**config.mk**
```make
export PLATFORM = sky130hd
export DESIGN_NAME = raidchk_top
export DESIGN_NICKNAME = d
export VERILOG_FILES = /design/src/rtl/raidchk_pkg.sv /design/src/rtl/raidchk_ctrl_dec.sv /design/src/rtl/raidchk_out_chk.sv /design/src/rtl/raidchk_in_chk.sv /design/src/rtl/raidchk_top.sv
export SDC_FILE = /design/constraint.sdc
export NUM_CORES = 1
export LEC_CHECK = 0
export ABC_AREA = 1
export BUFFER_PORTS_ARGS = -buffer_cell sky130_fd_sc_hd__buf_4
export CELL_PAD_IN_SITES_DETAIL_PLACEMENT = 1
export CELL_PAD_IN_SITES_GLOBAL_PLACEMENT = 1
export CORE_AREA = 2 2 94 96
export CTS_CLUSTER_DIAMETER = 50
export DETAILED_ROUTE_END_ITERATION = 10
export DIE_AREA = 0 0 96 98
export PLACE_DENSITY_LB_ADDON = 0.1
export SKIP_LAST_GASP = 1
export SLEW_MARGIN = 0
export SYNTH_ARGS = -nofsm -noshare
export SYNTH_HDL_FRONTEND = slang
export SYNTH_HIERARCHICAL = 1
export SYNTH_SLANG_ARGS = --single-unit
```
**constraint.sdc**
```tcl
create_clock -name clk -period 2.2 [get_ports clk]
set_input_delay 0 -clock clk [delete_from_list [all_inputs] [get_ports clk]]
set_output_delay 0 -clock clk [all_outputs]
set_load 0.02 [all_outputs]
```
**src/rtl/raidchk_pkg.sv**
```systemverilog
package raidchk_pkg;
    localparam int WORD_W = 64;
    localparam int CNT_W  = 6;
    localparam int NERR   = 13;

    // error-cause bit numbers
    localparam int E_CTRL_RSVD = 0;
    localparam int E_COUNT     = 1;
    localparam int E_SIZE      = 2;
    localparam int E_NO_LANE   = 3;
    localparam int E_CMP       = 4;
    localparam int E_XOR       = 5;
    localparam int E_OUT_RSVD  = 6;
    localparam int E_OUT_HINT  = 7;
    localparam int E_IN_RSVD   = 8;
    localparam int E_EN_NOLANE = 9;
    localparam int E_NO_INPUT  = 10;
    localparam int E_COEF      = 11;
    localparam int E_IN_ALIGN  = 12;

    typedef logic [NERR-1:0] err_t;

    typedef enum logic [1:0] {ST_CTRL, ST_OUTP, ST_OUTQ, ST_IN} st_e;

    typedef struct packed {
        logic             q_cmp;
        logic             p_cmp;
        logic             q_xor;
        logic             p_xor;
        logic             q_on;
        logic             p_on;
        logic [CNT_W-1:0] count;
    } ctrl_t;

    function automatic ctrl_t unpack_ctrl(input logic [WORD_W-1:0] w);
        ctrl_t c;
        c.q_cmp = w[36];
        c.p_cmp = w[35];
        c.q_xor = w[34];
        c.p_xor = w[33];
        c.q_on  = w[31];
        c.p_on  = w[30];
        c.count = w[29:24];
        return c;
    endfunction
endpackage

```
**src/rtl/raidchk_ctrl_dec.sv**
```systemverilog
module raidchk_ctrl_dec
    import raidchk_pkg::*;
#(
    parameter int MAX_IN = 32
) (
    input  logic [WORD_W-1:0] w,
    output ctrl_t             c,
    output err_t              err
);
    always_comb begin
        c   = unpack_ctrl(w);
        err = '0;
        err[E_CTRL_RSVD] = |w[63:37];
        err[E_COUNT]     = (c.count == '0) || (32'(c.count) > MAX_IN);
        err[E_SIZE]      = |w[2:0];
        err[E_NO_LANE]   = !(c.p_on || c.q_on);
        err[E_CMP]       = (c.p_cmp && (!c.p_on || c.p_xor)) ||
                           (c.q_cmp && (!c.q_on || c.q_xor));
        err[E_XOR]       = (c.p_xor || c.q_xor) && !(c.p_on && c.q_on);
    end
endmodule

```
**src/rtl/raidchk_out_chk.sv**
```systemverilog
module raidchk_out_chk
    import raidchk_pkg::*;
(
    input  logic [WORD_W-1:0] w,
    input  logic              lane_cmp,
    output err_t              err
);
    always_comb begin
        err = '0;
        err[E_OUT_RSVD] = (|w[63:58]) || (|w[55:40]);
        err[E_OUT_HINT] = lane_cmp && (w[57] || w[56]);
    end
endmodule

```
**src/rtl/raidchk_in_chk.sv**
```systemverilog
module raidchk_in_chk
    import raidchk_pkg::*;
(
    input  logic [WORD_W-1:0] w,
    input  logic              p_on,
    input  logic              q_on,
    output logic              p_en,
    output logic              q_en,
    output err_t              err
);
    logic [7:0] coef;

    always_comb begin
        p_en = w[48];
        q_en = w[49];
        coef = w[47:40];
        err  = '0;
        err[E_IN_RSVD]   = (|w[63:57]) || (|w[55:50]);
        err[E_EN_NOLANE] = (p_en && !p_on) || (q_en && !q_on);
        err[E_COEF]      = q_en ? (coef == 8'd0) : (coef != 8'd0);
        err[E_IN_ALIGN]  = |w[2:0];
    end
endmodule

```
**src/rtl/raidchk_top.sv**
```systemverilog
module raidchk_top
    import raidchk_pkg::*;
#(
    parameter int MAX_IN = 32
) (
    input  logic              clk,
    input  logic              rst,
    input  logic              word_valid,
    input  logic [WORD_W-1:0] word_data,
    output logic              done,
    output logic              accept,
    output logic              reject,
    output logic [NERR-1:0]   err_cause
);
    st_e              st;
    ctrl_t            ctl;
    logic [CNT_W-1:0] rem;
    err_t             acc;
    logic             seen_p, seen_q;
    logic             done_q, ok_q;
    err_t             err_q;

    ctrl_t            dec_c;
    err_t             ctrl_err, out_err, in_err;
    logic             in_p, in_q;

    raidchk_ctrl_dec #(.MAX_IN(MAX_IN)) u_ctrl (
        .w(word_data), .c(dec_c), .err(ctrl_err)
    );

    raidchk_out_chk u_out (
        .w(word_data),
        .lane_cmp((st == ST_OUTP) ? ctl.p_cmp : ctl.q_cmp),
        .err(out_err)
    );

    raidchk_in_chk u_in (
        .w(word_data), .p_on(ctl.p_on), .q_on(ctl.q_on),
        .p_en(in_p), .q_en(in_q), .err(in_err)
    );

    err_t acc_nx, final_err;
    logic seen_p_nx, seen_q_nx, last_word;

    always_comb begin
        acc_nx    = acc;
        seen_p_nx = seen_p;
        seen_q_nx = seen_q;
        unique case (st)
            ST_CTRL: begin
                acc_nx    = ctrl_err;
                seen_p_nx = 1'b0;
                seen_q_nx = 1'b0;
            end
            ST_OUTP, ST_OUTQ: acc_nx = acc | out_err;
            ST_IN: begin
                acc_nx    = acc | in_err;
                seen_p_nx = seen_p | in_p;
                seen_q_nx = seen_q | in_q;
            end
            default: acc_nx = acc;
        endcase
        last_word = word_valid &&
                    (((st == ST_OUTQ) && (rem == '0)) ||
                     ((st == ST_IN) && (rem == CNT_W'(1))));
        final_err = acc_nx;
        final_err[E_NO_INPUT] = (ctl.p_on && !seen_p_nx) ||
                                (ctl.q_on && !seen_q_nx);
    end

    always_ff @(posedge clk) begin
        if (rst) begin
            st     <= ST_CTRL;
            ctl    <= '0;
            rem    <= '0;
            acc    <= '0;
            seen_p <= 1'b0;
            seen_q <= 1'b0;
            done_q <= 1'b0;
            ok_q   <= 1'b0;
            err_q  <= '0;
        end else begin
            done_q <= last_word;
            if (last_word) begin
                err_q <= final_err;
                ok_q  <= (final_err == '0);
            end
            if (word_valid) begin
                acc    <= acc_nx;
                seen_p <= seen_p_nx;
                seen_q <= seen_q_nx;
                unique case (st)
                    ST_CTRL: begin
                        ctl <= dec_c;
                        rem <= dec_c.count;
                        st  <= ST_OUTP;
                    end
                    ST_OUTP: st <= ST_OUTQ;
                    ST_OUTQ: st <= (rem == '0) ? ST_CTRL : ST_IN;
                    ST_IN: begin
                        rem <= rem - CNT_W'(1);
                        if (rem == CNT_W'(1)) st <= ST_CTRL;
                    end
                    default: st <= ST_CTRL;
                endcase
            end
        end
    end

    assign done      = done_q;
    assign accept    = done_q & ok_q;
    assign reject    = done_q & ~ok_q;
    assign err_cause = err_q;
endmodule

```
==> results of run 1 <==
==> metrics by stage <==
stage	power [mW]	setup WS, ps
4_1_cts	1.973	423.4
3_5_place_dp	1.314	456.5
3_3_place_gp	1.301	510.5
2_1_floorplan	1.179	704.5
5_1_grt	2.063	266.2
6_report	1.940	440.2
==> registers in the layout, summed over array words and instances (netlist names) <==
signal / cells
st: 2
seen_q: 1
ctl: 4
acc: 12
done: 1
ok_q: 1
err_cause: 13
rem: 6
seen_p: 1
==> critical path, stage by stage, from the launching register on <==
cell     delay, ps
dfxtp_1        400
inv_1          110
ha_1           220
nand2_1         70
o21ai_0         70
o21a_1         110
nand2_1         90
nand3_1         70
nand2_1        100
nand2_1         60
nor2_1         120
nand4_1        110
a21oi_1        150
==> per-layer routing <==
layer | up-vias | wire [um] | global-route usage
met2 | 38 | 3883 | 0.3050
li1 | 1438 | - | -
met4 | 0 | 49 | 0.03736
met3 | 6 | 225 | 0.02623
met5 | - | 0 | 0
met1 | 1276 | 3477 | 0.2119
==> power by group through the flow <==
stage,registers [mW],clock network (mW),logic (mW)
after floorplan,0.843,0,0.337
after global placement,0.839,0,0.462
after detailed placement,0.841,0,0.473
after CTS,0.824,0.663,0.486
after global routing,0.830,0.686,0.548
final,0.823,0.640,0.477
==> repair_timing <==
item | 4_1_cts | 5_1_grt
resized for setup | 0 | 0
endpoints found under the hold margin | 10 | 0
hold buffers | 6 | 0
==> cell type report <==
| cell class | instances | area (um^2) |
|---|---|---|
| Inverter | 44 | 166.4 |
| Tap cell | 108 | 135.1 |
| Timing Repair Buffer | 71 | 548.0 |
| Multi-Input combinational cell | 331 | 1559 |
| Clock inverter | 1 | 30.03 |
| Clock buffer | 7 | 86.33 |
| Fill cell | 1160 | 5120 |
| Sequential cell | 41 | 820.8 |
==> placed cells by master, fill, tap and decap left out, types with 6 or more instances in the layout <==
cell type	count
ha_1	8
conb_1	24
dfxtp_1	41
o21ai_1	12
o21ai_0	24
nand2_1	102
or2_1	7
buf_4	65
nand3_1	17
nor2_1	68
clkbuf_8	6
inv_1	41
dlygate4sd3_1	6
a21oi_1	34
==> worst max path at each step <==
stage | to | depth (start not counted) | slack, ps
3_5_place_dp | ok_q | 12 | 460
6_report | ok_q | 12 | 440
3_3_place_gp | ok_q | 10 | 510
4_1_cts | ok_q | 10 | 420
5_1_grt | ok_q | 12 | 270
2_1_floorplan | ok_q | 10 | 700
==> flow_metrics.env, run 1 <==
export IMPL_arrival_ps=1980
export IMPL_ant_nets=0
export IMPL_switchingPower_mw=0.5839
export IMPL_portBuffers=60
export IMPL_syn2layout_area_growth_pct=18.79
export IMPL_die_w_um=96
export IMPL_clk_latency_ps=290
export IMPL_hp_class="input pin to flop"
export IMPL_layout_nets=569
export IMPL_min_from="word_data[30]"
export IMPL_vias=2758
export IMPL_syn_area_um2=2816
export IMPL_swShare=0.3010
export IMPL_finalHoldViolations=0
export IMPL_design_area_um2=3346
export IMPL_core_area_um2=8466
export IMPL_grt_max_degree=33
export IMPL_seqPwrFrac=0.424
export IMPL_grt_pass1_vias=2820
export IMPL_drive_above_1_share=0.1758
export IMPL_setup_violations=0
export IMPL_drtIter0Drc=36
export IMPL_cts_tree="done"
export IMPL_die_area_um2=9408
export IMPL_synth_warnings=6
export IMPL_io_pins=83
export IMPL_track_usage=0.1705
export IMPL_place_inst=589
export IMPL_gr_total_overflow=0
export IMPL_start_util=0.3327
export IMPL_drt_total_wl_mm=7.636
export IMPL_route_detailed_drc=0
export IMPL_antenna_found_initial=0
export IMPL_hold_slack_ps=23.17
export IMPL_ir_drop_mv=0.3086
export IMPL_power_frac_comb=0.246
export IMPL_timing_setup_tns_ps=0
export IMPL_cts_setup_buffers=0
export IMPL_row_count=34
export IMPL_clkSinkCount=41
export IMPL_critPathMaxFanout=4
export IMPL_hpwl_mm=5.919
export IMPL_ff2ff_setup_slack_ps=440
export IMPL_cts_root_buffer="clkbuf_8"
export IMPL_place_area_um2=3169
export IMPL_hold_path_end="ctl[6]"
export IMPL_cp_start_kind="flop"
export IMPL_final_cells=603
export IMPL_power_frac_clock=0.330
export IMPL_avgSynthCellArea_um2=6.315
export IMPL_vias_per_cell=4.574
export IMPL_worstPathRequired_ps=2420
export IMPL_clk_pin_slew_ps=80
export IMPL_post_route_min_period_ps=1760
export IMPL_cts_buffers=5
export IMPL_p_int_mw=1.356
export IMPL_worst_r2r_path_depth=12
export IMPL_crit_type="flop to flop"
export IMPL_diodes=0
export IMPL_wl_per_cell_um=12.66
export IMPL_status="finished clean"
export IMPL_finish_utilization=0.3952
export IMPL_cts_max_level=2
export IMPL_r2r_end="ok_q"
export IMPL_reg2reg_from="st[1]"
export IMPL_fin_skew_ps=7.052
export IMPL_grt_pass1_wl_mm=12.89
export IMPL_die_h_um=98
export IMPL_power_leakage_nw=1.643
export IMPL_crit_start="st[1]"
export IMPL_post_route_period_util=0.7999
export IMPL_hold_depth=3
export IMPL_drv_slew=0
export IMPL_rsz0062_at_grt="no"
export IMPL_dr_pass1_iters=4
export IMPL_syn_inst=446
export IMPL_crit_path_end_kind="flop"
export IMPL_gp_congestion=0.7793
export IMPL_fmax_ghz=0.5682
export IMPL_cts_max_path_buffers=2
export IMPL_p_per_area_nw_per_um2=579.9
export IMPL_maxCapViolCount=0
Power figures use the tool's default switching activity.
==> run 2: changes to the inputs <==
==> constraint.sdc (replaced) <==
create_clock -name clk -period 1.69 [get_ports clk]
set_input_delay 0 -clock clk [delete_from_list [all_inputs] [get_ports clk]]
set_output_delay 0 -clock clk [all_outputs]
set_load 0.02 [all_outputs]
==> run 2 against run 1 <==
- clock skew increased by 11 ps
- via count increased by 1.2%
- sequential share of layout area decreased by 0.93 points
- global-route usage increased by 0.42 points
- utilization increased by 1.9 points
- hold slack got worse by 16 ps
- register-to-register slack got worse by 360 ps
- clock power increased by 9.1%
- total power increased by 29%
- non-clock buffer count increased by 11
- die area unchanged
- highest routed layer unchanged
==> flow_metrics.env, run 2 (synthesis results as in run 1) <==
export IMPL_layout_commonest_cell="nand2_1"
export IMPL_gp_congestion=0.7801
export IMPL_ff2ff_setup_slack_ps=80
export IMPL_p_per_area_nw_per_um2=711.3
export IMPL_row_count=34
export IMPL_final_cell_mix="nand2_1, buf_4, nor2_1"
export IMPL_die_w_um=96
export IMPL_clkSinkCount=41
export IMPL_crit_slowest_cell="dfxtp_4"
export IMPL_r2r_end="ok_q"
export IMPL_cts_max_level=2
export IMPL_status="finished clean"
export IMPL_antenna_found_initial=0
export IMPL_worstPathRequired_ps=1920
export IMPL_track_usage=0.1747
export IMPL_grt_pass1_wl_mm=13.14
export IMPL_hold_slack_ps=7.501
export IMPL_crit_path_end_kind="flop"
export IMPL_cts_max_path_buffers=2
export IMPL_portBuffers=60
export IMPL_vias_per_cell=4.546
export IMPL_path_cells="inv_6, ha_4, buf_6, nor2_1, nand3_1, nand2_2, nand2_1, nor2_1, nand4_1, a21oi_1"
export IMPL_finalHoldViolations=0
export IMPL_cts_tree="done"
export IMPL_core_area_um2=8466
export IMPL_power_leakage_nw=1.710
export IMPL_start_util=0.3327
export IMPL_wl_per_cell_um=13.05
export IMPL_setup_violations=0
export IMPL_cts_root_buffer="clkbuf_8"
export IMPL_grt_pass1_vias=2879
export IMPL_clk_latency_ps=300
export IMPL_maxCapViolCount=0
export IMPL_hold_depth=3
export IMPL_reg2reg_from="st[1]"
export IMPL_hold_path_end="rem[3]"
export IMPL_worst_r2r_path_depth=10
export IMPL_hp_class="input pin to flop"
export IMPL_min_from="word_data[27]"
export IMPL_crit_path_frequent_cell="nor2_1"
export IMPL_drtIter0Drc=58
export IMPL_ant_nets=0
export IMPL_power_mw=2.496
export IMPL_route_detailed_drc=0
export IMPL_critPathMaxFanout=12
export IMPL_n_fill_cell=1124
export IMPL_drive_above_1_share=0.2332
export IMPL_gr_total_overflow=0
export IMPL_ir_drop_mv=0.4738
export IMPL_vias=2791
export IMPL_io_pins=83
export IMPL_post_route_min_period_ps=1611
export IMPL_cp_start_kind="flop"
export IMPL_post_route_period_util=0.9535
export IMPL_dr_pass1_iters=4
export IMPL_cpPeakStageDelay_ps=400
export IMPL_fmax_ghz=0.6206
export IMPL_drt_total_wl_mm=8.013
export IMPL_hpwl_mm=6.003
export IMPL_drv_slew=0
export IMPL_die_area_um2=9408
export IMPL_largest_register_ff_count=13
export IMPL_cts_buffers=5
export IMPL_grt_max_degree=33
export IMPL_fin_skew_ps=18.22
export IMPL_syn2layout_area_growth_pct=24.61
export IMPL_layout_nets=580
export IMPL_clk_pin_slew_ps=100
export IMPL_arrival_ps=1840
export IMPL_die_h_um=98
export IMPL_diodes=0
export IMPL_crit_type="flop to flop"
run 2: metrics by stage:
stage / setup WS (ps) / std cells / area [um^2] / util / setup TNS [ps]
finish: 78.53 / 614 / 3510 / 0.4146 / 0
global route: -36.77 / 614 / 3510 / 0.4146 / -36.77
CTS: 3.915 / 613 / 3425 / 0.4045 / 0
detailed placement: -63.25 / 601 / 3272 / 0.3865 / -645.3
global placement: 21.07 / 601 / 3272 / 0.3865 / 0
floorplan: 194.5 / 467 / 2895 / - / 0
run 2: worst max-delay path, delay by kind of cell (launching register included):
family                   cells  cell delay (ps)
AO/OA/AOI/OAI                1              140
buffers and inverters        2              200
adder cells (fa/ha/maj)      1              170
AND/OR/NAND/NOR              6              630
flip-flops                   1              400
run 2: cell type report:
type | instances | area (um^2) | share of cell area
inverters | 44 | 182.7 | 0.05205
clock inverters | 2 | 13.76 | 0.003922
flip-flops and latches | 41 | 828.3 | 0.2360
multi-input cells | 331 | 1625 | 0.4631
clock buffers | 6 | 82.58 | 0.02353
repair buffers | 82 | 641.9 | 0.1829
well taps | 108 | 135.1 | 0.03850
run 2: how the worst max path moves through the flow:
| stage | from | depth (start not counted) | endpoint | slack (ps) |
|---|---|---|---|---|
| 6_report | st[1] | 10 | ok_q | 80 |
| 5_1_grt | st[1] | 10 | ok_q | -40 |
| 4_1_cts | st[1] | 9 | ok_q | 4 |
| 3_5_place_dp | st[0] | 9 | err_cause[5] | -60 |
| 3_3_place_gp | st[1] | 9 | ok_q | 20 |
| 2_1_floorplan | st[0] | 10 | ok_q | 190 |
run 2: routing by layer:
metal,part of all wire,vias up,global-route usage
met3,0.027,12,0.02855
met5,0,-,0
met1,0.48,1278,0.2289
li1,-,1461,-
met2,0.48,40,0.3002
met4,0.015,0,0.03407
run 2: report_power, final:
group	leakage (nW)	total (mW)	internal [mW]	switching (mW)
combinational	1.32	0.721	0.319	0.402
clock	0.0512	0.698	0.332	0.367
sequential	0.338	1.08	1.03	0.0454
total	1.71	2.50	1.68	0.814
run 2: repair_timing:
action	CTS	global route
endpoints found under the setup margin	14	14
buffers inserted	0	1
pin swaps	0	7
resized for setup	6	22
hold buffers	4	0
endpoints found under the hold margin	11	0
==> run 3: changes to the inputs <==
==> constraint.sdc (replaced) <==
create_clock -name clk -period 1.7 [get_ports clk]
set_input_delay 0 -clock clk [delete_from_list [all_inputs] [get_ports clk]]
set_output_delay 0 -clock clk [all_outputs]
set_load 0.02 [all_outputs]
==> run 3 against run 2 <==
- wire length down 2.9%
- highest routed layer unchanged
- largest power group unchanged
- critical path type unchanged
- flip-flop and latch count unchanged
- critical endpoint unchanged
- via count down 0.93%
- die area unchanged
- clock skew down 4.4 ps
==> flow_metrics.env, run 3 (synthesis results as in run 1) <==
export IMPL_top_usage_layer="met2"
export IMPL_io_pins=83
export IMPL_final_cell_mix="nand2_1, buf_4, nor2_1"
export IMPL_clk_pin_slew_ps=90
export IMPL_maxCapViolCount=0
export IMPL_largest_register_ff_count=13
export IMPL_setup_ws_ps=44.15
export IMPL_vias=2765
export IMPL_r2r_end="ok_q"
export IMPL_diodes=0
export IMPL_dr_pass1_iters=4
export IMPL_clk_latency_ps=300
export IMPL_cts_max_level=2
export IMPL_multi_input_area_um2=1592
export IMPL_cts_buffers=5
export IMPL_antenna_found_initial=0
export IMPL_drv_slew=0
export IMPL_gp_congestion=0.7770
export IMPL_cts_root_buffer="clkbuf_8"
export IMPL_rsz0062_at_grt="yes"
export IMPL_timing_setup_tns_ps=0
export IMPL_gr_total_overflow=0
export IMPL_post_place_ws_ps=-68.56
export IMPL_row_count=34
export IMPL_regArea_um2=822.0
export IMPL_layout_nets=580
export IMPL_power_mw=2.600
export IMPL_ant_nets=0
export IMPL_wl_per_cell_um=12.67
export IMPL_ff2ff_setup_slack_ps=40
export IMPL_die_h_um=98
export IMPL_crit_path_end_kind="flop"
export IMPL_ir_drop_mv=0.4669
export IMPL_vias_per_cell=4.503
export IMPL_start_util=0.3327
export IMPL_cts_max_path_buffers=2
export IMPL_route_detailed_drc=0
export IMPL_p_per_area_nw_per_um2=746.7
export IMPL_arrival_ps=1890
export IMPL_design_area_um2=3482
export IMPL_fmax_ghz=0.6039
export IMPL_worstPathRequired_ps=1940
export IMPL_worst_r2r_path_depth=12
export IMPL_gr_usage_met3=0.02315
export IMPL_drt_total_wl_mm=7.779
export IMPL_core_area_um2=8466
export IMPL_place_inst=601
export IMPL_crit_type="flop to flop"
export IMPL_syn2layout_area_growth_pct=23.63
export IMPL_grt_pass1_vias=2793
export IMPL_use_met2=0.2975
export IMPL_hp_class="input pin to flop"
export IMPL_cp_start_kind="flop"
export IMPL_portBuffers=60
export IMPL_final_cells=614
export IMPL_hold_slack_ps=1.500
export IMPL_cts_setup_buffers=0
export IMPL_place_area_um2=3272
export IMPL_die_area_um2=9408
export IMPL_min_from="word_data[27]"
export IMPL_setup_violations=0
export IMPL_fin_skew_ps=13.83
export IMPL_layout_commonest_cell="nand2_1"
export IMPL_drive_above_1_share=0.2134
export IMPL_track_usage=0.1730
export IMPL_power_leakage_nw=1.704
export IMPL_post_route_period_util=0.9740
export IMPL_post_route_min_period_ps=1656
export IMPL_hold_path_end="rem[3]"
export IMPL_clkSinkCount=41
export IMPL_hold_depth=3
export IMPL_die_w_um=96
export IMPL_finish_utilization=0.4113
export IMPL_reg2reg_from="st[1]"
export IMPL_hpwl_mm=6.008
export IMPL_finalHoldViolations=0
export IMPL_status="finished clean"
export IMPL_n_fill_cell=1134
export IMPL_grt_pass1_wl_mm=13.00
export IMPL_grt_max_degree=33
export IMPL_use_met1=0.2274
export IMPL_critPathMaxFanout=4
export IMPL_drtIter0Drc=84
export IMPL_cts_tree="done"
run 3: worst max-delay path, stage by stage (launching register included):
cell	delay [ps]
dfxtp_2	370
inv_2	80
ha_1	220
nand2_1	70
o21ai_0	70
o21a_1	120
nand2_1	60
nand3_1	60
nand2_1	90
nand2_1	60
nor2_1	150
nand4_1	110
a21oi_1	120
run 3: metal layers:
layer	vias to the layer above	share of wire
met3	7	0.024
met2	37	0.49
met4	0	0.012
met1	1254	0.48
met5	-	0
li1	1467	-
run 3: repair_timing:
| item | 4_1_cts | 5_1_grt |
|---|---|---|
| endpoints found under the setup margin | 14 | 8 |
| resized for setup | 3 | 8 |
| hold buffers | 5 | 0 |
| hold endpoints to repair | 12 | 0 |
run 3: where the power goes:
group,switching (mW),leakage (nW),internal [mW]
sequential,0.0406,0.337,1.03
clock,0.362,0.0574,0.478
combinational,0.387,1.31,0.307
run 3: cell type report:
cell class	count	share of cell area
clock buffer	6	0.02372
timing repair buffer	82	0.1840
clock inverter	2	0.01078
inverter	44	0.04959
multi-input combinational	331	0.4571
sequential	41	0.2361
tap	108	0.03881
run 3: worst max path at each step:
stage	to	depth (start not counted)	from
after floorplan	ok_q	10	st[0]
after global placement	ok_q	9	st[1]
after detailed placement	ok_q	9	st[1]
after CTS	ok_q	9	st[1]
after global routing	ok_q	9	st[1]
final	ok_q	12	st[1]
